==> src/rtl/ifl_pkg.sv <==
package ifl_pkg;
  typedef struct packed {
    logic wide;
    logic cacheable;
    logic size;
  } fetch_cfg_t;
endpackage

==> src/rtl/ifl_beat_planner.sv <==
module ifl_beat_planner
  import ifl_pkg::*;
#(
  parameter int LINE_WORDS  = 8,
  parameter int SHORT_WORDS = 4,
  parameter int CNT_W       = 4
) (
  input  fetch_cfg_t       cfg_i,
  output logic [CNT_W-1:0] line_len_o,
  output logic [CNT_W-1:0] step_o,
  output logic             pair_o
);
  localparam logic [CNT_W-1:0] FULL_LEN  = CNT_W'(LINE_WORDS);
  localparam logic [CNT_W-1:0] SHORT_LEN = CNT_W'(SHORT_WORDS);

  // A short line only for non-cacheable fetches with the size bit clear
  always_comb begin
    line_len_o = (cfg_i.cacheable || cfg_i.size) ? FULL_LEN : SHORT_LEN;
    pair_o     = cfg_i.wide;
    step_o     = cfg_i.wide ? CNT_W'(2) : CNT_W'(1);
  end
endmodule

==> src/rtl/ifl_fill_tracker.sv <==
module ifl_fill_tracker
  import ifl_pkg::*;
#(
  parameter int CNT_W = 4
) (
  input  logic             clk,
  input  logic             rst_n,
  input  logic             start_i,
  input  fetch_cfg_t       cfg_i,
  input  logic             rd_valid_i,
  input  logic [CNT_W-1:0] line_len_i,
  input  logic [CNT_W-1:0] step_i,
  input  logic             pair_i,
  output fetch_cfg_t       cfg_q_o,
  output logic             busy_o,
  output logic             done_o,
  output logic [CNT_W-1:0] count_o,
  output logic             wr_en_o,
  output logic             wr_pair_o,
  output logic [CNT_W-1:0] wr_idx_o
);
  logic             busy_q, done_q;
  logic [CNT_W-1:0] idx_q, count_q, next_idx;
  fetch_cfg_t       cfg_q;
  logic             accept, last_beat;

  always_comb begin
    accept    = busy_q && rd_valid_i;
    next_idx  = idx_q + step_i;
    last_beat = accept && (next_idx >= line_len_i);
  end

  always_ff @(posedge clk or negedge rst_n) begin
    if (!rst_n) begin
      busy_q  <= 1'b0;
      done_q  <= 1'b0;
      idx_q   <= '0;
      count_q <= '0;
      cfg_q   <= '0;
    end else begin
      done_q <= 1'b0;
      if (!busy_q) begin
        if (start_i) begin
          busy_q  <= 1'b1;
          cfg_q   <= cfg_i;
          idx_q   <= '0;
          count_q <= '0;
        end
      end else if (accept) begin
        idx_q <= next_idx;
        if (last_beat) begin
          busy_q  <= 1'b0;
          done_q  <= 1'b1;
          count_q <= line_len_i;
        end
      end
    end
  end

  assign cfg_q_o   = cfg_q;
  assign busy_o    = busy_q;
  assign done_o    = done_q;
  assign count_o   = count_q;
  assign wr_en_o   = accept;
  assign wr_pair_o = pair_i;
  assign wr_idx_o  = idx_q;
endmodule

==> src/rtl/ifl_line_store.sv <==
module ifl_line_store #(
  parameter int WORD_W     = 32,
  parameter int LINE_WORDS = 8,
  parameter int CNT_W      = 4
) (
  input  logic                         clk,
  input  logic                         rst_n,
  input  logic                         wr_en_i,
  input  logic                         wr_pair_i,
  input  logic [CNT_W-1:0]             wr_idx_i,
  input  logic [2*WORD_W-1:0]          bus_i,
  output logic [LINE_WORDS*WORD_W-1:0] line_o
);
  logic [WORD_W-1:0] hi_word, lo_word;
  logic [CNT_W-1:0]  pair_idx;

  // First (even) word on the upper half; a narrow slave repeats it below
  assign hi_word  = bus_i[2*WORD_W-1:WORD_W];
  assign lo_word  = bus_i[WORD_W-1:0];
  assign pair_idx = wr_idx_i + CNT_W'(1);

  for (genvar i = 0; i < LINE_WORDS; i++) begin : g_word
    localparam logic [CNT_W-1:0] SLOT = CNT_W'(i);
    logic              hit;
    logic [WORD_W-1:0] wdata;
    logic [WORD_W-1:0] word_q;

    assign hit = wr_en_i && ((wr_idx_i == SLOT) || (wr_pair_i && (pair_idx == SLOT)));

    if (i % 2 == 1) begin : g_odd
      assign wdata = wr_pair_i ? lo_word : hi_word;
    end else begin : g_even
      assign wdata = hi_word;
    end

    always_ff @(posedge clk or negedge rst_n) begin
      if (!rst_n)   word_q <= '0;
      else if (hit) word_q <= wdata;
    end

    assign line_o[i*WORD_W +: WORD_W] = word_q;
  end
endmodule

==> src/rtl/ifetch_line_rx.sv <==
module ifetch_line_rx
  import ifl_pkg::*;
#(
  parameter int WORD_W      = 32,
  parameter int LINE_WORDS  = 8,
  parameter int SHORT_WORDS = 4
) (
  input  logic                                 clk,
  input  logic                                 rst_n,
  input  logic                                 start_i,
  input  logic                                 wide_i,
  input  logic                                 cacheable_i,
  input  logic                                 size_i,
  input  logic                                 rd_valid_i,
  input  logic [2*WORD_W-1:0]                  rd_data_i,
  output logic                                 busy_o,
  output logic                                 done_o,
  output logic [$clog2(LINE_WORDS+1)-1:0]      word_count_o,
  output logic [LINE_WORDS*WORD_W-1:0]         line_o
);
  localparam int CNT_W = $clog2(LINE_WORDS + 1);

  fetch_cfg_t       cfg_in, cfg_held;
  logic [CNT_W-1:0] line_len, step, wr_idx;
  logic             pair, wr_en, wr_pair;

  assign cfg_in = '{wide: wide_i, cacheable: cacheable_i, size: size_i};

  ifl_beat_planner #(
    .LINE_WORDS (LINE_WORDS),
    .SHORT_WORDS(SHORT_WORDS),
    .CNT_W      (CNT_W)
  ) planner_i (
    .cfg_i     (cfg_held),
    .line_len_o(line_len),
    .step_o    (step),
    .pair_o    (pair)
  );

  ifl_fill_tracker #(.CNT_W(CNT_W)) tracker_i (
    .clk       (clk),
    .rst_n     (rst_n),
    .start_i   (start_i),
    .cfg_i     (cfg_in),
    .rd_valid_i(rd_valid_i),
    .line_len_i(line_len),
    .step_i    (step),
    .pair_i    (pair),
    .cfg_q_o   (cfg_held),
    .busy_o    (busy_o),
    .done_o    (done_o),
    .count_o   (word_count_o),
    .wr_en_o   (wr_en),
    .wr_pair_o (wr_pair),
    .wr_idx_o  (wr_idx)
  );

  ifl_line_store #(
    .WORD_W    (WORD_W),
    .LINE_WORDS(LINE_WORDS),
    .CNT_W     (CNT_W)
  ) store_i (
    .clk      (clk),
    .rst_n    (rst_n),
    .wr_en_i  (wr_en),
    .wr_pair_i(wr_pair),
    .wr_idx_i (wr_idx),
    .bus_i    (rd_data_i),
    .line_o   (line_o)
  );
endmodule

==> config.mk <==
export PLATFORM = sky130hd
export DESIGN_NAME = ifetch_line_rx
export DESIGN_NICKNAME = d
export VERILOG_FILES = /design/src/rtl/ifl_pkg.sv /design/src/rtl/ifl_beat_planner.sv /design/src/rtl/ifl_fill_tracker.sv /design/src/rtl/ifl_line_store.sv /design/src/rtl/ifetch_line_rx.sv
export SDC_FILE = /design/constraint.sdc
export NUM_CORES = 1
export LEC_CHECK = 0
export BUFFER_PORTS_ARGS = -buffer_cell sky130_fd_sc_hd__buf_2
export CAP_MARGIN = 5
export CORE_MARGIN = 8
export CORE_UTILIZATION = 41
export CTS_BUF_LIST = sky130_fd_sc_hd__clkbuf_8
export DETAILED_ROUTE_END_ITERATION = 12
export GPL_ROUTABILITY_DRIVEN = 0
export GPL_TIMING_DRIVEN = 0
export HOLD_SLACK_MARGIN = 0.08
export PLACE_DENSITY = 0.67
export SLEW_MARGIN = 20
export SYNTH_ARGS = -nofsm -noshare
export SYNTH_HDL_FRONTEND = slang
export SYNTH_HIERARCHICAL = 1
export SYNTH_SLANG_ARGS = --single-unit
==> constraint.sdc <==
create_clock -name clk -period 2.4 [get_ports clk]
set_input_delay 0.72 -clock clk [delete_from_list [all_inputs] [get_ports clk]]
set_output_delay 0.72 -clock clk [all_outputs]
set_load 0.01 [all_outputs]
### Word level (Yosys, flattened, before mapping)

Index checks and enable logic that the tools add are counted.

* bits in registers: 269
* input port bits: 71
* output and inout port bits: 262
* logic and storage cells: 84

* add/subtract/negate cells: 2
* magnitude comparators: 1
* eq/ne operators: 16
* muxes and demuxes: 16
* bitwise operators: 1
* reduce and logical (&&, ||, !) cells: 33

Operators by type and width (count)
* $eq A4 B3 Y1 const B: 8
* $mux W32: 1
* $mux W4: 7
* $logic_and A1 B1 Y1: 18
* $eq A4 B2 Y1 const B: 4
* $logic_or A1 B1 Y1: 9
* $eq A4 B1 Y1 const B: 2
* $logic_not A4 Y1: 2
* $mux W1: 7
* $add A4 B1 Y4 const B: 1
* $add A4 B2 Y4: 1
* $ge A4 B4 Y1: 1
* $reduce_and A2 Y1: 2
* $reduce_and A3 Y1: 1
* $mux W2: 1
* $ne A2 B1 Y1 const B: 1
* $ne A2 B2 Y1 const B: 1
* $reduce_bool A2 Y1: 1
* $not A1 Y1: 1

### Longest topological paths before layout

Gate-level depths: netlist of the first run.

* depth in word-level cells: 7
* depth in mapped cells: 10

### Hierarchy

The synthesis of the first run kept the hierarchy.

By module, submodules not included
* ifl_line_store: instances 1, cells each 593, area an instance 10383.7 um2, seq. area each 6406.1 um2
* ifl_fill_tracker: instances 1, cells each 79, area an instance 833.3 um2, seq. area each 325.3 um2
* ifl_beat_planner: instances 1, cells each 10, area an instance 62.6 um2, seq. area each 0.0 um2

### Least setup slack after synthesis of the first run

OpenSTA, ideal clock, no wires.

* path type: reg-to-reg
* start: register tracker_i.idx_q[1], in the netlist tracker_i/wr_idx_o[1]
* end: register tracker_i.done_q, in the netlist tracker_i/done_o
* arrival time: 2.377 ns
* setup slack: -0.096 ns
* cell stages (with the launch flop): 10
* buffers on the path: 0
* cells stage by stage: dfrtp_1 ha_1 a21o_1 a21oi_2 xor2_1 xnor2_1 ha_1 a21oi_1 o21ai_0 and2_1

* longest elaborated chain between the ends: 6

Ends and longest elaborated chain
* start, declared: RTL line ifl_fill_tracker.sv:23 `logic [CNT_W-1:0] idx_q, count_q, next_idx;`
* start signal, assigned: RTL line ifl_fill_tracker.sv:50 `idx_q <= next_idx;`
* $add A4 B2 Y4: RTL line ifl_fill_tracker.sv:29 `next_idx = idx_q + step_i;`
* $ge A4 B4 Y1: RTL line ifl_fill_tracker.sv:30 `last_beat = accept && (next_idx >= line_len_i);`
* $logic_and A1 B1 Y1: RTL line ifl_fill_tracker.sv:30
* $mux W1: RTL line ifl_fill_tracker.sv:51 `if (last_beat) begin`
* $mux W1: RTL line ifl_fill_tracker.sv:49 `end else if (accept) begin`
* $mux W1: RTL line ifl_fill_tracker.sv:42 `if (!busy_q) begin`
* end signal, assigned: RTL line ifl_fill_tracker.sv:36 `done_q <= 1'b0;`
* end signal, assigned: RTL line ifl_fill_tracker.sv:41 `done_q <= 1'b0;`
* end signal, assigned: RTL line ifl_fill_tracker.sv:53 `done_q <= 1'b1;`
* end, declared: RTL line ifl_fill_tracker.sv:22 `logic busy_q, done_q;`

No other way between the ends.
A chain may end at the register's enable or synchronous reset.

### Worst setup path in the final report of the first run

* start: register tracker_i.cfg_q, in the netlist tracker_i/cfg_q_o[2]
* end: register tracker_i.count_q[2], in the netlist tracker_i/count_o[2]

* longest elaborated chain between the ends: 6

Ends and longest elaborated chain
* start, declared: RTL line ifl_fill_tracker.sv:24 `fetch_cfg_t cfg_q;`
* start signal, assigned: RTL line ifl_fill_tracker.sv:45 `cfg_q <= cfg_i;`
* $mux W2: RTL line ifl_beat_planner.sv:20 `step_o = cfg_i.wide ? CNT_W'(2) : CNT_W'(1);`
* via step[1]: RTL line ifetch_line_rx.sv:24 `logic [CNT_W-1:0] line_len, step, wr_idx;`
* $add A4 B2 Y4: RTL line ifl_fill_tracker.sv:29
* $ge A4 B4 Y1: RTL line ifl_fill_tracker.sv:30
* $logic_and A1 B1 Y1: RTL line ifl_fill_tracker.sv:30
* $ne A2 B2 Y1 (no line)
* $reduce_and A3 Y1 (no line)
* end signal, assigned: RTL line ifl_fill_tracker.sv:54 `count_q <= line_len_i;`
* end, declared: RTL line ifl_fill_tracker.sv:23

The timed path passes the listed nets, and every way through them passes these cells.

==> impl_metrics.csv, run 1 <==
group,metric,value,unit
finish,multi_input_area,4300,um^2
synth,synthCells,682,
setup_path,crit_type,"reg -> reg",
outcome,status,"complete, but fails checks",
floorplan,start_util,0.419,
flow_run,cap_violations,0,
grt,antenna_found_initial,3,
setup_path,timing.rr.end,"tracker_i/count_o[2]$_DFFE_PN0P_",
synth,synth_most_common_cell,"dfrtp_1",
setup_path,reg2reg_slack,-0.008,ns
placed_design,portBuffers,332,
floorplan,die_h,182,um
hold_path,hold_path.class,"in -> async",
grt,globalRouteMet1Util,0.234,
grt,top_usage_layer,"met2",
clock_tree,cts_tree,"yes",
routing,drt-pass1-iter-count,4,
setup_path,crit_path_start_kind,"flip-flop",
pwr,ir_drop,0.918,mV
timing,setup_viol,1,
routing,routedWlPerCell,21.9,um
outcome,violations,"setup timing",
routing,drc,0,
clock_tree,cts_buffers,47,
synth,synthArstFlopShare,1.00,
synth,netlist_top_cells_area,"dfrtp_1, mux2_2, mux2_4",
finish,fin_nets,1171,
timing,tightest_slew,0.686,ns
timing,fin_worst_skew,0.0236,ns
timing,fmax,415,MHz
finish,fill_cells,2298,
synth,syn_avg_cell_area,16.5,um^2
synth,yosys-top-cells-count,"dfrtp_1, mux2_2, mux2_4",
grt,first_global_vias,7871,
pwr,power.leakage,0.00763,uW
floorplan,core_area,27000,um^2
grt,grt_max_degree,94,
finish,layout-drive-gt1-share,0.624,
grt,use_met2,0.318,
timing,min_period,2.41,ns
synth,syn-cell-area,11300,um^2
pwr,p_per_area,1470,nW/um^2
setup_path,crit_fanout,4,
timing,finalHoldViolCount,0,
grt,grt_use_met3,0.0459,
grt,grt.overflow.total,0,
synth,yosysTopAreaCellShare,0.597,
routing,antenna_left,0,
finish,regArea,6730,um^2
synth,yosys_warnings,6,
grt,grt_usage,0.190,
timing,tns,-0.00789,ns
floorplan,dieArea,33100,um^2
setup_path,end_kind,"flip-flop",
floorplan,die_w,182,um
placed_design,dpl-instance-area,13400,um^2
setup_path,timing.rr.start,"tracker_i/cfg_q_o[2]$_DFFE_PN0P_",
synth,seq_area_frac_synth,0.597,
routing,drtIter0Drc,262,
clock_tree,cts_buffer_depth,3,
timing,whs,0.185,ns
synth,synth_edf_count,0,
setup_path,cp.arrival,2.81,ns
setup_path,worstRegToRegCells,10,
clock_tree,cts_hold_buf,0,
floorplan,rows,60,
timing,slew_headroom,0.543,
synth,yosys_register_bits,269,
setup_path,crit_start,"tracker_i/cfg_q_o[2]$_DFFE_PN0P_",
timing,layout_setup_ws,-0.00789,ns
routing,num_vias,7227,
synth,yosysUniqueCellTypes,43,
finish,area_growth,30.1,%
setup_path,crit_end,"tracker_i/count_o[2]$_DFFE_PN0P_",
clock_tree,ctsHtreeMaxLevel,2,
timing,finalCritPeriodShare,1.00,
synth,yosysTopAreaCell,"dfrtp_1",
routing,via_per_inst,4.92,
grt,grt_first_pass_wirelength,49300,um
floorplan,top_level_ports,333,
clock_tree,clockRootBuffer,"clkbuf_8",
timing,slew_viol_final,0,
synth,synth_ff_type,"dfrtp_1",
clock_tree,clkTransAtPathRegs,0.06,ns
finish,final_area,14700,um^2
routing,postRouteWirelength,32100,um
placed_design,place_hpwl,23700,um
clock_tree,cts_num_sinks,269,
timing,rsz0062_at_grt,"yes",
setup_path,timing.critical_path.required,2.81,ns
clock_tree,clk-insertion-delay-late,0.55,ns
metal layers:
metal / vias up / share of wire
li1: 3270 / -
met1: 3633 / 0.42
met2: 260 / 0.49
met3: 62 / 0.060
met4: 2 / 0.033
met5: - / 0.00025
critical path, stage by stage, from the launching register on:
cell and delay, ns:
dfrtp_1 0.39, buf_6 0.13, ha_4 0.19, a21o_1 0.16, a21oi_2 0.17, xor2_1 0.19, xnor2_1 0.16, ha_2 0.35
a21o_1 0.24, a31oi_1 0.19, nand3_1 0.10
stage by stage:
stage	worst slack, ns	total power [uW]	instances	utilization
floorplan	-0.00466	13200	685	-
CTS	0.00248	21700	1461	0.542
detailed placement	-0.738	17100	1360	0.499
global route	-0.149	22800	1469	0.545
global placement	-4.89	16800	1358	0.497
finish	-0.00789	21500	1469	0.545
cell type report:
type,instances,share of cell area
repair buffers,361,0.132
clock inverters,24,0.00895
well taps,341,0.0291
diodes,2,0.000341
multi-input cells,369,0.293
clock buffers,59,0.0553
plain buffers,37,0.0210
inverters,7,0.00179
flip-flops and latches,269,0.459
report_power, final:
group          internal, uW  switching, uW  leakage, uW
Combinational          4860           4590      0.00379
Sequential             6740           1190      0.00329
Clock                  2310           1830     0.000548
Total                 13900           7610      0.00763
state kept, by name (all words and copies together) (netlist names):
signal,cells
tracker_i/count_o,4
tracker_i/wr_idx_o,4
tracker_i/cfg_q_o,3
tracker_i/done_o,1
tracker_i/busy_o,1
store_i/g_word.word_q,256
worst min path at each step:
stage | cells past startpoint | slack (ns) | end | from
after global routing | 1 | 0.22 | store_i/g_word[4].word_q[30]$_DFFE_PN0P_ | rst_n
final | 1 | 0.19 | store_i/g_word[4].word_q[30]$_DFFE_PN0P_ | rst_n
after floorplan | 0 | 0.42 | store_i/g_word[0].word_q[0]$_DFFE_PN0P_ | rst_n
after detailed placement | 1 | 0.47 | store_i/g_word[6].word_q[16]$_DFFE_PN0P_ | store_i/g_word[6].word_q[16]$_DFFE_PN0P_
after global placement | 1 | 0.46 | store_i/g_word[6].word_q[24]$_DFFE_PN0P_ | store_i/g_word[6].word_q[24]$_DFFE_PN0P_
after CTS | 1 | 0.19 | store_i/g_word[4].word_q[23]$_DFFE_PN0P_ | rst_n
logic make-up after synthesis:
group	synth area share
AO/OA/AOI/OAI	0.0160
XOR/XNOR	0.00233
adder cells (fa/ha/maj)	0.00954
buffers and inverters	0.0277
flip-flops	0.597
multiplexers	0.322
other	0.000332
AND/OR/NAND/NOR	0.0251
what timing repair did:
item,CTS,global route
gates resized for setup,15,15
pin swaps,12,13
buffers inserted,21,7
endpoints found under the setup margin,156,214
placed cells by master, fill, tap and decap left out, types with 2 or more instances in the layout:
cell and n:
diode_2 2, buf_6 15, nand4_1 5, mux2i_1 2, clkbuf_8 59, mux2_4 90, inv_1 21, nand3_1 4
clkbuf_2 2, a21oi_2 2, conb_1 4, nand2_2 3, a22o_1 3, dfrtp_1 267, ha_1 4, xor2_1 2
dfrtp_2 2, and2_1 3, nor2_1 3, inv_2 2, mux2_1 73, ha_2 2, and3_1 5, o2111ai_1 4
clkinv_2 5, buf_16 2, a21o_1 4, nor4_4 2, buf_2 335, mux2_2 128, a31oi_1 4, buf_4 42
nand2b_1 3
(Power assumes the default switching activity.)
==> inputs of run 2 (changes only) <==
--- a/config.mk
+++ b/config.mk
@@ -15,6 +15,7 @@
 export GPL_TIMING_DRIVEN = 0
 export HOLD_SLACK_MARGIN = 0.08
 export PLACE_DENSITY = 0.67
+export SKIP_CTS_REPAIR_TIMING = 1
 export SLEW_MARGIN = 20
 export SYNTH_ARGS = -nofsm -noshare
 export SYNTH_HDL_FRONTEND = slang
==> run 2 against run 1 <==
The flow still finishes with violations (setup timing). Fmax down 0.88%. Final area decreased by 0.39%. Worst setup slack got worse by 0.021 ns. Register-to-register slack worse by 0.02 ns. First-iteration DRC count is 15% higher. Clock power about the same. Die area stayed put. Non-clock buffer count is 8 lower. Sequential share of layout area up 0.17 points. Sequential power is essentially flat. Power down 0.87%. Core utilization down 0.21 points. Largest power group unchanged.
==> impl_metrics.csv, run 2 (same netlist as run 1, synthesis figures left out) <==
group,metric,value,unit
timing,setup_viol,2,
setup_path,worstRegToRegCells,10,
finish,area_growth,29.6,%
clock_tree,clockRootBuffer,"clkbuf_8",
setup_path,crit_path_start_kind,"flip-flop",
setup_path,crit_type,"reg -> reg",
timing,tns,-0.0514,ns
routing,drc,0,
routing,routedWlPerCell,21.9,um
clock_tree,clkTransAtPathRegs,0.06,ns
floorplan,dieArea,33100,um^2
floorplan,start_util,0.419,
clock_tree,cts_buffer_depth,3,
pwr,p_per_area,1460,nW/um^2
routing,drtIter0Drc,301,
finish,layout_common_cells,"buf_2, dfrtp_1, mux2_2",
grt,grt_first_pass_wirelength,48800,um
floorplan,die_w,182,um
finish,stdcell_count,1461,
clock_tree,ctsHtreeMaxLevel,2,
finish,fill_cells,2313,
placed_design,place_hpwl,23700,um
floorplan,core_area,27000,um^2
flow_run,cap_violations,0,
placed_design,portBuffers,332,
floorplan,rows,60,
setup_path,crit_fanout,4,
setup_path,timing.critical_path.required,2.81,ns
placed_design,place_inst,1360,
timing,slew_viol_final,0,
timing,whs,0.186,ns
setup_path,reg2reg_slack,-0.03,ns
finish,layout-drive-gt1-share,0.620,
floorplan,top_level_ports,333,
timing,min_period,2.43,ns
timing,slew_headroom,0.540,
setup_path,end_kind,"flip-flop",
finish,fin_nets,1163,
clock_tree,cts_tree,"yes",
timing,fin_worst_skew,0.0217,ns
grt,grt.overflow.total,0,
grt,grt_usage,0.188,
finish,layout.cells.most_common,"buf_2",
grt,first_global_vias,7760,
timing,fmax,412,MHz
grt,antenna_found_initial,3,
setup_path,timing.rr.start,"tracker_i/cfg_q_o[2]$_DFFE_PN0P_",
routing,drt-pass1-iter-count,4,
routing,postRouteWirelength,32000,um
timing,finalHoldViolCount,0,
setup_path,timing.rr.end,"tracker_i/count_o[2]$_DFFE_PN0P_",
hold_path,hold_path.class,"in -> async",
timing,layout_setup_ws,-0.0292,ns
routing,antenna_left,0,
setup_path,cp.arrival,2.84,ns
pwr,ir_drop,0.926,mV
finish,largest_reg_flops,256,
floorplan,die_h,182,um
routing,num_vias,7193,
clock_tree,clk-insertion-delay-late,0.55,ns
timing,finalCritPeriodShare,1.01,
outcome,status,"complete, but fails checks",
pwr,power.leakage,0.00760,uW
clock_tree,cts_buffers,47,
finish,largest_register,"store_i/g_word.word_q",
routing,via_per_inst,4.92,
outcome,violations,"setup timing",
grt,grt_max_degree,94,
timing,rsz0062_at_grt,"yes",
timing,tightest_slew,0.690,ns
clock_tree,cts_num_sinks,269,
[run 2: layout make-up]
| cell class | instances | area (um^2) | area share |
|---|---|---|---|
| diodes | 2 | 5.00 | 0.000342 |
| plain buffers | 40 | 338 | 0.0231 |
| clock buffers | 59 | 812 | 0.0556 |
| clock inverters | 24 | 131 | 0.00899 |
| inverters | 7 | 26.3 | 0.00180 |
| multi-input cells | 369 | 4300 | 0.294 |
| flip-flops and latches | 269 | 6730 | 0.461 |
| well taps | 341 | 427 | 0.0292 |
| repair buffers | 350 | 1850 | 0.126 |
[run 2: worst max path at each step]
stage / start / endpoint / slack (ns) / cells after the start
final: tracker_i/cfg_q_o[2]$_DFFE_PN0P_ / tracker_i/count_o[2]$_DFFE_PN0P_ / -0.03 / 10
after global routing: tracker_i/cfg_q_o[2]$_DFFE_PN0P_ / tracker_i/count_o[2]$_DFFE_PN0P_ / -0.16 / 10
after CTS: tracker_i/busy_o$_DFF_PN0_ / store_i/g_word[3].word_q[18]$_DFFE_PN0P_ / -0.35 / 8
after detailed placement: rd_valid_i / store_i/g_word[3].word_q[18]$_DFFE_PN0P_ / -0.74 / 9
after global placement: rst_n / tracker_i/wr_idx_o[1]$_DFFE_PN0P_ / -4.89 / 1
after floorplan: rd_valid_i / store_i/g_word[3].word_q[10]$_DFFE_PN0P_ / -0.005 / 8
[run 2: layer usage]
| layer | wire length (um) | global-route usage |
|---|---|---|
| met1 | 13400 | 0.232 |
| met2 | 15700 | 0.313 |
| met3 | 1890 | 0.0461 |
| met4 | 1060 | 0.0767 |
| met5 | 8 | 0 |
[run 2: power breakdown]
group	switching, uW	total (uW)	internal, uW
registers	1200	7940	6740
logic	4540	9260	4720
clock network	1820	4140	2310
total	7570	21300	13800
[run 2: worst max-delay path, stage by stage (launching register included)]
cell and delay (ns):
dfrtp_1 0.41, buf_6 0.14, ha_4 0.19, a21o_1 0.18, a21oi_2 0.16, xor2_1 0.18, xnor2_1 0.10, ha_1 0.38
a21o_1 0.23, a31oi_1 0.20, nand3_1 0.11
[run 2: stage by stage]
step                      total power (uW)   util  area [um^2]  worst slack, ns
after detailed placement             17100  0.499        13400           -0.738
after global routing                 22700  0.542        14600           -0.159
after CTS                            21400  0.534        14400           -0.354
after global placement               16800  0.497        13400            -4.89
final                                21300  0.542        14600          -0.0292
after floorplan                      13200      -        11300         -0.00466
